--- config.mk ---
export PLATFORM = sky130hd
export DESIGN_NAME = pllseq_top
export DESIGN_NICKNAME = d
export VERILOG_FILES = /design/src/rtl/pllseq_pkg.sv /design/src/rtl/pllseq_regs.sv /design/src/rtl/pllseq_seq.sv /design/src/rtl/pllseq_watch.sv /design/src/rtl/pllseq_top.sv
export SDC_FILE = /design/constraint.sdc
export NUM_CORES = 1
export LEC_CHECK = 0
export ABC_CLOCK_PERIOD_IN_PS = 2500
export BUFFER_PORTS_ARGS = -buffer_cell sky130_fd_sc_hd__buf_2
export CAP_MARGIN = 30
export CORE_UTILIZATION = 49
export CTS_CLUSTER_SIZE = 24
export DETAILED_ROUTE_END_ITERATION = 8
export GPL_TIMING_DRIVEN = 0
export PLACE_DENSITY_LB_ADDON = 0.3
export SETUP_SLACK_MARGIN = 0.5
export SYNTH_ARGS = -nofsm -noshare
export SYNTH_HDL_FRONTEND = slang
export SYNTH_HIERARCHICAL = 1
export SYNTH_SLANG_ARGS = --single-unit
--- constraint.sdc ---
create_clock -name clk -period 2.5 [get_ports clk]
set_clock_uncertainty 0.2 [all_clocks]
set_input_delay 0.5 -clock clk [delete_from_list [all_inputs] [get_ports clk]]
set_output_delay 0.5 -clock clk [all_outputs]
set_load 0.05 [all_outputs]
--- src/rtl/pllseq_pkg.sv ---
package pllseq_pkg;
  localparam int REG_W    = 22;
  localparam int FLD_W    = 6;
  localparam int B_OUT    = 0;
  localparam int B_BYP    = 1;
  localparam int B_RSTN   = 2;
  localparam int LOCK_LSB = 8;
  localparam int BIAS_LSB = 14;
  localparam int B_VEN    = 20;
  localparam int B_VRST   = 21;
  localparam int LOCK_RST = 8;
  localparam int BIAS_RST = 1;

  typedef enum logic [1:0] {ST_OFF, ST_BIAS, ST_LOCK, ST_ON} seq_st_e;

  function automatic logic [REG_W-1:0] view(input logic vrst, input logic ven,
                                            input logic [FLD_W-1:0] bias,
                                            input logic [FLD_W-1:0] lock,
                                            input logic [2:0] ctrl);
    logic [REG_W-1:0] v;
    v = '0;
    v[B_VRST] = vrst;
    v[B_VEN] = ven;
    v[BIAS_LSB +: FLD_W] = bias;
    v[LOCK_LSB +: FLD_W] = lock;
    v[2:0] = ctrl;
    return v;
  endfunction
endpackage

--- src/rtl/pllseq_regs.sv ---
module pllseq_regs
  import pllseq_pkg::*;
(
  input  logic             clk,
  input  logic             rst,
  input  logic             we,
  input  logic [REG_W-1:0] wdata,
  input  logic [2:0]       ctrl_cur,
  output logic [FLD_W-1:0] lock_lim,
  output logic [FLD_W-1:0] bias_lim,
  output logic             vote_en,
  output logic             vote_rst,
  output logic [REG_W-1:0] rdata,
  output logic             ld,
  output logic [2:0]       ld_ctrl
);
  logic unused_bits;
  assign unused_bits = ^wdata[7:3];

  assign ld      = we && !wdata[B_VEN];
  assign ld_ctrl = wdata[2:0];

  always_ff @(posedge clk) begin
    if (rst) begin
      lock_lim <= FLD_W'(LOCK_RST);
      bias_lim <= FLD_W'(BIAS_RST);
      vote_en  <= 1'b0;
      vote_rst <= 1'b1;
      rdata    <= view(1'b1, 1'b0, FLD_W'(BIAS_RST), FLD_W'(LOCK_RST), 3'b000);
    end else begin
      if (we) begin
        lock_lim <= wdata[LOCK_LSB +: FLD_W];
        bias_lim <= wdata[BIAS_LSB +: FLD_W];
        vote_en  <= wdata[B_VEN];
        vote_rst <= wdata[B_VRST];
      end
      rdata <= view(vote_rst, vote_en, bias_lim, lock_lim, ctrl_cur);
    end
  end
endmodule

--- src/rtl/pllseq_seq.sv ---
module pllseq_seq
  import pllseq_pkg::*;
#(
  parameter int CNT_W    = 8,
  parameter int MAN_GAP  = 10,
  parameter int MAN_LOCK = 50
) (
  input  logic             clk,
  input  logic             rst,
  input  logic             vote_en,
  input  logic             vote_rst,
  input  logic             vote_any,
  input  logic             man_en,
  input  logic             man_dis,
  input  logic             ld,
  input  logic [2:0]       ld_ctrl,
  input  logic [FLD_W-1:0] bias_lim,
  input  logic [FLD_W-1:0] lock_lim,
  input  logic             tick,
  input  logic             lock_in,
  output logic [2:0]       ctrl_o,
  output logic             ready_o
);
  localparam logic [2:0] C_OFF  = 3'b000;
  localparam logic [2:0] C_BYP  = 3'b010;
  localparam logic [2:0] C_RLS  = 3'b110;
  localparam logic [2:0] C_FULL = 3'b111;

  seq_st_e          st_q, st_d;
  logic [2:0]       ctrl_q, ctrl_d;
  logic [CNT_W-1:0] cnt_q, cnt_d;
  logic             mgo_q, mgo_d;
  logic             go;
  logic [CNT_W-1:0] gap_w, lock_w;
  logic             need_lock;

  always_comb begin
    gap_w     = vote_en ? CNT_W'(bias_lim) : CNT_W'(MAN_GAP);
    lock_w    = vote_en ? CNT_W'(lock_lim) : CNT_W'(MAN_LOCK);
    need_lock = vote_en;
    mgo_d     = vote_en ? 1'b0 : ((mgo_q || man_en) && !man_dis);
    go        = vote_en ? (vote_any && !vote_rst) : mgo_d;
    st_d      = st_q;
    ctrl_d    = ctrl_q;
    cnt_d     = cnt_q;
    if (ld) begin
      ctrl_d = ld_ctrl;
      st_d   = (ld_ctrl == C_FULL) ? ST_ON : ST_OFF;
      mgo_d  = (ld_ctrl == C_FULL);
      cnt_d  = '0;
    end else if (vote_en && vote_rst) begin
      st_d   = ST_OFF;
      ctrl_d = C_OFF;
      cnt_d  = '0;
    end else begin
      unique case (st_q)
        ST_OFF: begin
          if (go) begin
            cnt_d = '0;
            if (ctrl_q == C_FULL) begin
              st_d = ST_ON;
            end else begin
              st_d   = ST_BIAS;
              ctrl_d = C_BYP;
            end
          end else if (vote_en || man_dis) begin
            ctrl_d = C_OFF;
          end
        end
        ST_BIAS: begin
          if (!go) begin
            st_d   = ST_OFF;
            ctrl_d = C_OFF;
          end else if (cnt_q >= gap_w) begin
            st_d   = ST_LOCK;
            ctrl_d = C_RLS;
            cnt_d  = '0;
          end else if (tick) begin
            cnt_d = cnt_q + 1'b1;
          end
        end
        ST_LOCK: begin
          if (!go) begin
            st_d   = ST_OFF;
            ctrl_d = C_OFF;
          end else if (cnt_q >= lock_w && (lock_in || !need_lock)) begin
            st_d   = ST_ON;
            ctrl_d = C_FULL;
          end else if (tick && cnt_q != '1) begin
            cnt_d = cnt_q + 1'b1;
          end
        end
        default: begin
          if (!go) begin
            st_d   = ST_OFF;
            ctrl_d = C_OFF;
          end
        end
      endcase
    end
  end

  always_ff @(posedge clk) begin
    if (rst) begin
      st_q    <= ST_OFF;
      ctrl_q  <= C_OFF;
      cnt_q   <= '0;
      mgo_q   <= 1'b0;
      ready_o <= 1'b0;
    end else begin
      st_q    <= st_d;
      ctrl_q  <= ctrl_d;
      cnt_q   <= cnt_d;
      mgo_q   <= mgo_d;
      ready_o <= (ctrl_d == C_FULL);
    end
  end

  assign ctrl_o = ctrl_q;
endmodule

--- src/rtl/pllseq_watch.sv ---
module pllseq_watch #(
  parameter int TIMEOUT_US = 200
) (
  input  logic clk,
  input  logic rst,
  input  logic vote_en,
  input  logic vote_rst,
  input  logic vote_any,
  input  logic ready,
  input  logic tick,
  output logic late
);
  localparam int TW = $clog2(TIMEOUT_US + 1);
  logic [TW-1:0] cnt_q;
  logic          waiting;

  assign waiting = vote_en && !vote_rst && vote_any;

  always_ff @(posedge clk) begin
    if (rst || !waiting) begin
      cnt_q <= '0;
      late  <= 1'b0;
    end else if (ready) begin
      cnt_q <= '0;
    end else if (tick) begin
      if (cnt_q == TW'(TIMEOUT_US - 1)) late <= 1'b1;
      if (cnt_q < TW'(TIMEOUT_US)) cnt_q <= cnt_q + 1'b1;
    end
  end
endmodule

--- src/rtl/pllseq_top.sv ---
module pllseq_top
  import pllseq_pkg::*;
#(
  parameter int NUM_VOTERS  = 4,
  parameter int MAN_GAP_US  = 10,
  parameter int MAN_LOCK_US = 50,
  parameter int TIMEOUT_US  = 200
) (
  input  logic                  clk,
  input  logic                  rst,
  input  logic                  reg_we,
  input  logic [REG_W-1:0]      reg_wdata,
  output logic [REG_W-1:0]      reg_rdata,
  input  logic                  man_enable,
  input  logic                  man_disable,
  input  logic [NUM_VOTERS-1:0] vote_req,
  input  logic                  us_tick,
  input  logic                  pll_lock,
  output logic                  pll_bypass_off,
  output logic                  pll_reset_n,
  output logic                  pll_out_en,
  output logic                  pll_ready,
  output logic                  vote_late
);
  localparam int MAN_MAX = (MAN_GAP_US > MAN_LOCK_US) ? MAN_GAP_US : MAN_LOCK_US;
  localparam int MAN_W   = $clog2(MAN_MAX + 1);
  localparam int CNT_W   = (MAN_W > FLD_W) ? MAN_W : FLD_W;

  logic [FLD_W-1:0] lock_lim_w, bias_lim_w;
  logic             vote_en_w, vote_rst_w, vote_any_w, ld_w;
  logic [2:0]       ld_ctrl_w, ctrl_w;

  assign vote_any_w = |vote_req;

  pllseq_regs u_regs (
    .clk(clk), .rst(rst), .we(reg_we), .wdata(reg_wdata), .ctrl_cur(ctrl_w),
    .lock_lim(lock_lim_w), .bias_lim(bias_lim_w), .vote_en(vote_en_w),
    .vote_rst(vote_rst_w), .rdata(reg_rdata), .ld(ld_w), .ld_ctrl(ld_ctrl_w)
  );

  pllseq_seq #(.CNT_W(CNT_W), .MAN_GAP(MAN_GAP_US), .MAN_LOCK(MAN_LOCK_US)) u_seq (
    .clk(clk), .rst(rst), .vote_en(vote_en_w), .vote_rst(vote_rst_w),
    .vote_any(vote_any_w), .man_en(man_enable), .man_dis(man_disable),
    .ld(ld_w), .ld_ctrl(ld_ctrl_w), .bias_lim(bias_lim_w), .lock_lim(lock_lim_w),
    .tick(us_tick), .lock_in(pll_lock), .ctrl_o(ctrl_w), .ready_o(pll_ready)
  );

  pllseq_watch #(.TIMEOUT_US(TIMEOUT_US)) u_watch (
    .clk(clk), .rst(rst), .vote_en(vote_en_w), .vote_rst(vote_rst_w),
    .vote_any(vote_any_w), .ready(pll_ready), .tick(us_tick), .late(vote_late)
  );

  assign pll_out_en     = ctrl_w[B_OUT];
  assign pll_bypass_off = ctrl_w[B_BYP];
  assign pll_reset_n    = ctrl_w[B_RSTN];
endmodule

==> results of run 1 <==
==> cell usage after synthesis (all sizes together) (4+ instances only) <==
master  number
dfxtp       53
nor2        26
a21oi       24
nor2b       24
nand2       20
buf         19
ha          18
mux2i       11
o21ai       11
nand4        8
or4          8
nand2b       7
inv          6
o31ai        6
a211o        5
xnor2        5
a211oi       4
and2         4
nand3        4
o211ai       4
o21a         4
==> worst max-delay path: stages (launching register included) <==
cell and delay (ns):
dfxtp_4 0.36, buf_6 0.12, buf_8 0.12, buf_6 0.12, nor2b_4 0.12, ha_1 0.28, o21a_1 0.23, o221ai_4 0.26
a21oi_2 0.12, a31oi_4 0.20, nor2_1 0.07, a211oi_1 0.17
==> repair_timing <==
item,CTS,global route
hold buffers,0,0
pin swaps,16,29
setup buffers,8,2
setup endpoints to repair,12,12
gates resized for setup,20,17
==> cell type report <==
type	count	area, um^2	share of cell area, %
Buffer	22	176	4.94
Clock buffer	5	68.8	1.93
Clock inverter	3	26.3	0.736
Inverter	6	22.5	0.631
Multi-Input combinational cell	234	1810	50.7
Sequential cell	53	1060	29.8
Tap cell	72	90.1	2.52
Timing Repair Buffer	55	312	8.72
==> metal layers <==
| metal | global-route usage (%) | part of all wire, % |
|---|---|---|
| met4 | 7.22 | 1.3 |
| met2 | 37.3 | 49 |
| met5 | 0 | 0 |
| met3 | 3.72 | 3.3 |
| met1 | 27.2 | 47 |
==> sequential cells by signal, summed over array words and instances, names as in the netlist <==
signal / cells
u_watch/cnt_q: 8
u_regs/bias_lim: 6
u_seq/mgo_q: 1
u_regs/vote_rst: 1
u_seq/ready_o: 1
u_regs/lock_lim: 6
u_watch/late: 1
u_seq/ctrl_o: 3
u_seq/cnt_q: 6
u_seq/st_q: 2
u_regs/rdata: 17
u_regs/vote_en: 1
==> kinds of logic after synthesis <==
logic type      after synthesis  share of synthesized area [%]
simple gates                118                           23.0
compound gates               77                           19.9
other cells                   1                          0.131
buf+inv                      28                           6.56
xor+xnor                      5                           1.53
flops                        53                           37.1
fa+ha+maj                    18                           7.87
mux                          11                           3.85
==> worst min path at each step <==
stage | slack [ns] | from | to
after floorplan | 0.22 | u_regs/bias_lim[0] | u_regs/rdata[14]
after global placement | 0.25 | u_watch/late | u_watch/late
after detailed placement | 0.26 | u_watch/late | u_watch/late
after CTS | 0.21 | reg_wdata[11] | u_regs/lock_lim[3]
after global routing | 0.19 | reg_wdata[21] | u_regs/vote_rst
final | 0.21 | reg_wdata[11] | u_regs/lock_lim[3]
==> layout by cell type, fill, tap and decap left out, types with 3 or more instances in the layout <==
master	instances
nand2b_1	7
nor2b_1	21
nand3_1	4
o211ai_1	4
o21ai_0	7
a21oi_2	7
buf_2	48
buf_6	4
buf_4	18
nand2_1	17
mux2i_1	11
conb_1	5
nor3_1	3
xnor2_1	5
dfxtp_1	52
o31ai_1	5
a21oi_1	16
nand4_1	8
a211oi_2	3
inv_1	6
nor2_1	24
nor2b_4	3
a211o_1	5
or4_1	7
ha_1	14
clkbuf_8	5
or2_2	3
o21a_1	3
==> per-stage QoR <==
step	hold WS, ns	setup TNS (ns)	cells	total power, mW
4_1_cts	0.206	0	448	2.02
5_1_grt	0.190	-0.122	450	2.17
6_report	0.205	0	450	2.06
2_1_floorplan	0.224	0	315	1.36
3_3_place_gp	0.246	-0.249	432	1.47
3_5_place_dp	0.258	-0.615	432	1.48
==> where the power goes <==
part / switching, mW / internal, mW / leakage [nW]
logic: 0.367 / 0.263 / 1.05
registers: 0.0374 / 0.887 / 0.434
clock network: 0.300 / 0.204 / 0.0423
total: 0.704 / 1.35 / 1.53
==> summary.txt, run 1 <==
Timing
  • Total count of hold-check failures in the final report: 0
  • Fin crit share: 98.0%
  • Fin worst setup slack: 0.0491 ns
  • Total setup violations reported at the end of the flow: 0
  • Unrepaired setup endpoints after global routing: yes
  • Fin crit period: 2.45 ns
  • Highest clock frequency the design can meet: 0.408 GHz
  • Final max-slew violation count: 0

Clock tree
  • Buffers from clock root to sink, at most: 2
  • Later-pin clock latency in the skew report: 0.31 ns
  • CTS sink cnt: 53
  • Number of H-tree levels: 2
  • Clock tree root buffer cell: clkbuf_8
  • Clock transition at the registers of the reported paths: 0.10 ns
  • CTS Buf Count: 5
  • CTS tree: done

Synth
  • Post-synth ARST share: 0%
  • Count of flip-flops with a built-in enable after synthesis: 0
  • Number of distinct standard cells referenced by the synthesized netlist: 63
  • Post-synth top area cell: dfxtp_1
  • Post-Synthesis Cell Area: 0.00286 mm^2
  • Post-synthesis average cell area: 9.20 um^2
  • Top FF cell, synth: dfxtp_1
  • Instance count of the mapped netlist: 311
  • Synth Register Bits: 53
  • Register area share after synthesis: 37.1%
  • Top area cells in the synthesized netlist: dfxtp_1 (37%), ha_1 (7.9%), nor2b_1 (5.2%), a21oi_1 (4.2%), mux2i_1 (3.8%)
  • Top-area cell type share of the netlist area: 37.1%
  • Syn. warnings: 6

Power
  • Leakage power of the design: 1.53 nW
  • Worst voltage drop across the vdd grid: 427 uV
  • Ratio of total power to cell area: 576 mW/mm^2

Setup path
  • Arrival time of data at the critical path endpoint: 2.47 ns
  • Critical Path Source Type: flip-flop
  • Setup crit start: u_regs/vote_en
  • Launching point of the worst reg2reg path: u_regs/vote_en
  • Worst setup path class: flip-flop to flip-flop
  • CP Capture Type: flip-flop
  • Required time of the critical path: 2.52 ns
  • Capturing point of the worst reg2reg path: u_seq/st_q[0]
  • Highest net fanout along the worst path: 6
  • Cells on worst reg2reg path: 11
  • CP Capture Point: u_seq/st_q[0]
  • Worst-case register-to-register setup slack: 0.05 ns

Final layout
  • N_diodes: 0
  • Area of all placed cells without fillers: 0.00357 mm^2
  • Core occupancy in the finished layout: 64.1%
  • Area added between synthesis and finish: 24.8%
  • FILL cells: 487
  • Number of nets in the layout: 428
  • Share of final-layout standard cells stronger than drive strength 1: 34.4%

Floorplanning
  • Area of the placeable core: 0.00557 mm^2
  • Width of the die: 78.4 um
  • Site Rows: 27
  • Number of primary I/O pins: 60
  • Overall die area: 0.00615 mm^2
  • Die H: 78.4 um
  • Starting utilization of the core area: 51.3%

Placed design
  • Place WS: -0.123 ns
  • Standard cell area after detailed placement: 0.00322 mm^2
  • Number of buffers added on ports: 45
  • Final HPWL from detailed placement: 4.65 mm
  • RD Place Congestion: 0.873

Routing
  • 1st-pass router iterations: 4
  • Routed via count divided by cell count: 5.44
  • WL per Instance: 14.3 um
  • Starting DRT DRC Count: 121
  • Overall via count from detail_route: 2449
  • Count of antenna-violating nets left after detailed routing: 0
  • Total routed wirelength: 6.45 mm
  • Residual DRC count: 0

Hold path
  • Path type of the worst min-delay path: input pin to flip-flop
  • Number of cells on the worst hold path: 2

GRT
  • Global router's overall resource usage: 21.6%
  • Antenna violations before repair: 0
  • Vias in the first global route: 2285
  • GR Overflow Total: 0
  • Maximum number of pins on one net before global-route repair: 19
  • Wire length of the first global-routing pass: 10.5 mm

Status
  • Run status: finished, final reports clean

Flow run
  • Number of violations of the max-capacitance limit: 0
(Power assumes the default switching activity.)
==> inputs of run 2 (changes only) <==
--- a/config.mk
+++ b/config.mk
@@ -8,10 +8,11 @@
 export ABC_CLOCK_PERIOD_IN_PS = 2500
 export BUFFER_PORTS_ARGS = -buffer_cell sky130_fd_sc_hd__buf_2
 export CAP_MARGIN = 30
+export CORE_MARGIN = 2
 export CORE_UTILIZATION = 49
 export CTS_CLUSTER_SIZE = 24
 export DETAILED_ROUTE_END_ITERATION = 8
-export GPL_TIMING_DRIVEN = 0
+export GPL_TIMING_DRIVEN = 1
 export PLACE_DENSITY_LB_ADDON = 0.3
 export SETUP_SLACK_MARGIN = 0.5
 export SYNTH_ARGS = -nofsm -noshare
==> summary.txt, run 2 (same netlist as run 1, synthesis figures left out) <==
Status
  • Run status: finished, final reports clean

Routing
  • WL per Instance: 14.9 um (+4.1%)
  • Residual DRC count: 0 (unchanged)
  • Count of antenna-violating nets left after detailed routing: 0 (unchanged)
  • Total routed wirelength: 6.50 mm (+0.90%)
  • Overall via count from detail_route: 2405 (-1.8%)
  • 1st-pass router iterations: 4 (unchanged)
  • Starting DRT DRC Count: 102 (-16%)
  • Routed via count divided by cell count: 5.52 (+1.4%)

Timing
  • Worst Hold Slack: 0.203 ns (-0.00236 ns)
  • Total setup violations reported at the end of the flow: 0 (unchanged)
  • Total count of hold-check failures in the final report: 0 (unchanged)
  • Unrepaired setup endpoints after global routing: yes
  • Fin crit period: 2.31 ns (-0.146 ns)
  • Final max-slew violation count: 0 (unchanged)
  • Highest clock frequency the design can meet: 0.434 GHz (+6.3%)
  • Fin crit share: 92.2% (-5.8 points)
  • Setup TNS: 0 ns (unchanged)

Floorplanning
  • Starting utilization of the core area: 51.3% (unchanged)
  • Die H: 80.4 um (+2.6%)
  • Number of primary I/O pins: 60 (unchanged)
  • Overall die area: 0.00646 mm^2 (+5.2%)
  • Width of the die: 80.4 um (+2.6%)
  • Site Rows: 27 (unchanged)
  • Area of the placeable core: 0.00557 mm^2 (unchanged)

Final layout
  • Largest registers ranked by flip-flop count: u_regs/rdata x17, u_watch/cnt_q x8
  • Most common cell after layout, fill and taps aside: dfxtp_1
  • Top register by number of flip-flops: u_regs/rdata
  • Share of final-layout standard cells stronger than drive strength 1: 34.6% (+0.22 points)
  • Area added between synthesis and finish: 23.6%
  • N_diodes: 0 (unchanged)
  • Flip-flop count of the largest register, all copies and words added: 17 (unchanged)
  • Finished Layout Cells: 436 (-3.1%)
  • Number of nets in the layout: 414 (-3.3%)
  • Top library cells by usage in the layout, fill and taps aside: dfxtp_1 (50), buf_2 (49), nor2_1 (24)
  • Core occupancy in the finished layout: 63.4% (-0.63 points)

Placed design
  • Cell Count Post-Placement: 421 (-2.5%)
  • Number of buffers added on ports: 49 (+8.9%)
  • Final HPWL from detailed placement: 4.39 mm (-5.5%)
  • RD Place Congestion: 0.818 (-6.2%)

Clock tree
  • Clock tree root buffer cell: clkbuf_8
  • CTS tree: done
  • CTS Buf Count: 5 (unchanged)
  • CTS sink cnt: 53 (unchanged)
  • Buffers from clock root to sink, at most: 2 (unchanged)
  • Clock transition at the registers of the reported paths: 0.10 ns (about the same)
  • Number of H-tree levels: 2 (unchanged)
  • Later-pin clock latency in the skew report: 0.31 ns (about the same)

Power
  • Sequential power share: 46.0% (+1.1 points)
  • Leakage power of the design: 1.48 nW (-3.1%)
  • Net switching power: 0.686 mW (-2.6%)
  • Sw frac: 34.0% (-0.25 points)
  • Combinational Power Share: 30.4% (-0.2 points)
  • Internal power: 1.33 mW (-1.5%)
  • Worst voltage drop across the vdd grid: 381 uV (-11%)
  • Ratio of total power to cell area: 571 mW/mm^2 (-0.89%)
  • Power share of the clock group: 23.6% (-0.9 points)

Flow run
  • Number of violations of the max-capacitance limit: 0 (unchanged)

Setup path
  • Worst-case register-to-register setup slack: 0.19 ns (+0.15 ns)
  • CP Capture Type: flip-flop
  • Setup crit start: u_regs/vote_en
  • Highest net fanout along the worst path: 8 (+2)
  • Capturing point of the worst reg2reg path: u_seq/cnt_q[1]
  • Cells on worst reg2reg path: 9 (-2)
  • CP Capture Point: u_seq/cnt_q[1]
  • Critical Path Source Type: flip-flop
  • Arrival time of data at the critical path endpoint: 2.34 ns (-0.13 ns)
  • Worst setup path class: flip-flop to flip-flop
  • Required time of the critical path: 2.53 ns (about the same)
  • Launching point of the worst reg2reg path: u_regs/vote_en

GRT
  • Global router's overall resource usage: 20.5% (-1.1 points)
  • Maximum number of pins on one net before global-route repair: 31 (+12)
  • Wire length of the first global-routing pass: 10.4 mm (-0.91%)
  • Vias in the first global route: 2281 (-0.18%)
  • Antenna violations before repair: 0 (unchanged)
  • GR Overflow Total: 0 (unchanged)

Hold path
  • Path type of the worst min-delay path: input pin to flip-flop
  • Number of cells on the worst hold path: 2 (unchanged)
-- run 2: area by class of cell --
type	count	area [um^2]
Fill cell	458	2040
Tap cell	72	90.1
Clock buffer	6	72.6
Clock inverter	2	15.0
Sequential cell	53	1070
Inverter	6	22.5
Timing Repair Buffer	63	354
Multi-Input combinational cell	234	1910
-- run 2: per-layer routing --
metal,GRT usage (%),routed length (um),vias to the layer above
li1,-,-,1208
met1,26.7,2980,1129
met2,34.0,3100,61
met3,4.16,348,7
met4,6.78,85,0
met5,0,0,-
-- run 2: power groups by stage --
stage | logic, mW | clock network, mW | registers, mW
floorplan | 0.373 | 0 | 0.988
global route | 0.671 | 0.533 | 0.935
finish | 0.615 | 0.476 | 0.929
CTS | 0.574 | 0.497 | 0.926
detailed placement | 0.512 | 0 | 0.946
global placement | 0.503 | 0 | 0.942
-- run 2: repair_timing --
action / in CTS / in global routing
hold buffers: 0 / 0
buffers inserted: 5 / 2
gates resized for setup: 32 / 19
pin swaps: 25 / 20
endpoints found under the setup margin: 12 / 20
-- run 2: worst min-delay path by stage --
stage | startpoint | to
2_1_floorplan | u_regs/bias_lim[0] | u_regs/rdata[14]
3_3_place_gp | u_regs/bias_lim[0] | u_regs/rdata[14]
3_5_place_dp | u_regs/bias_lim[0] | u_regs/rdata[14]
4_1_cts | reg_wdata[14] | u_regs/bias_lim[0]
5_1_grt | reg_wdata[14] | u_regs/bias_lim[0]
6_report | reg_wdata[14] | u_regs/bias_lim[0]
-- run 2: critical path: stages, from the launching register on --
cell and delay [ns]:
dfxtp_4 0.41, nor2b_4 0.18, ha_4 0.21, o211ai_1 0.23, a21oi_2 0.09, o221ai_4 0.25, nand2_4 0.12, a21boi_4 0.21
o2111ai_2 0.15, a21boi_1 0.18
-- run 2: stage by stage --
step	instance area, um^2	total power [mW]	setup WS [ns]
3_3_place_gp	3120	1.45	0.0159
2_1_floorplan	2910	1.36	0.160
5_1_grt	3540	2.14	0.0912
4_1_cts	3400	2.00	0.256
3_5_place_dp	3120	1.46	-0.00346
6_report	3540	2.02	0.195
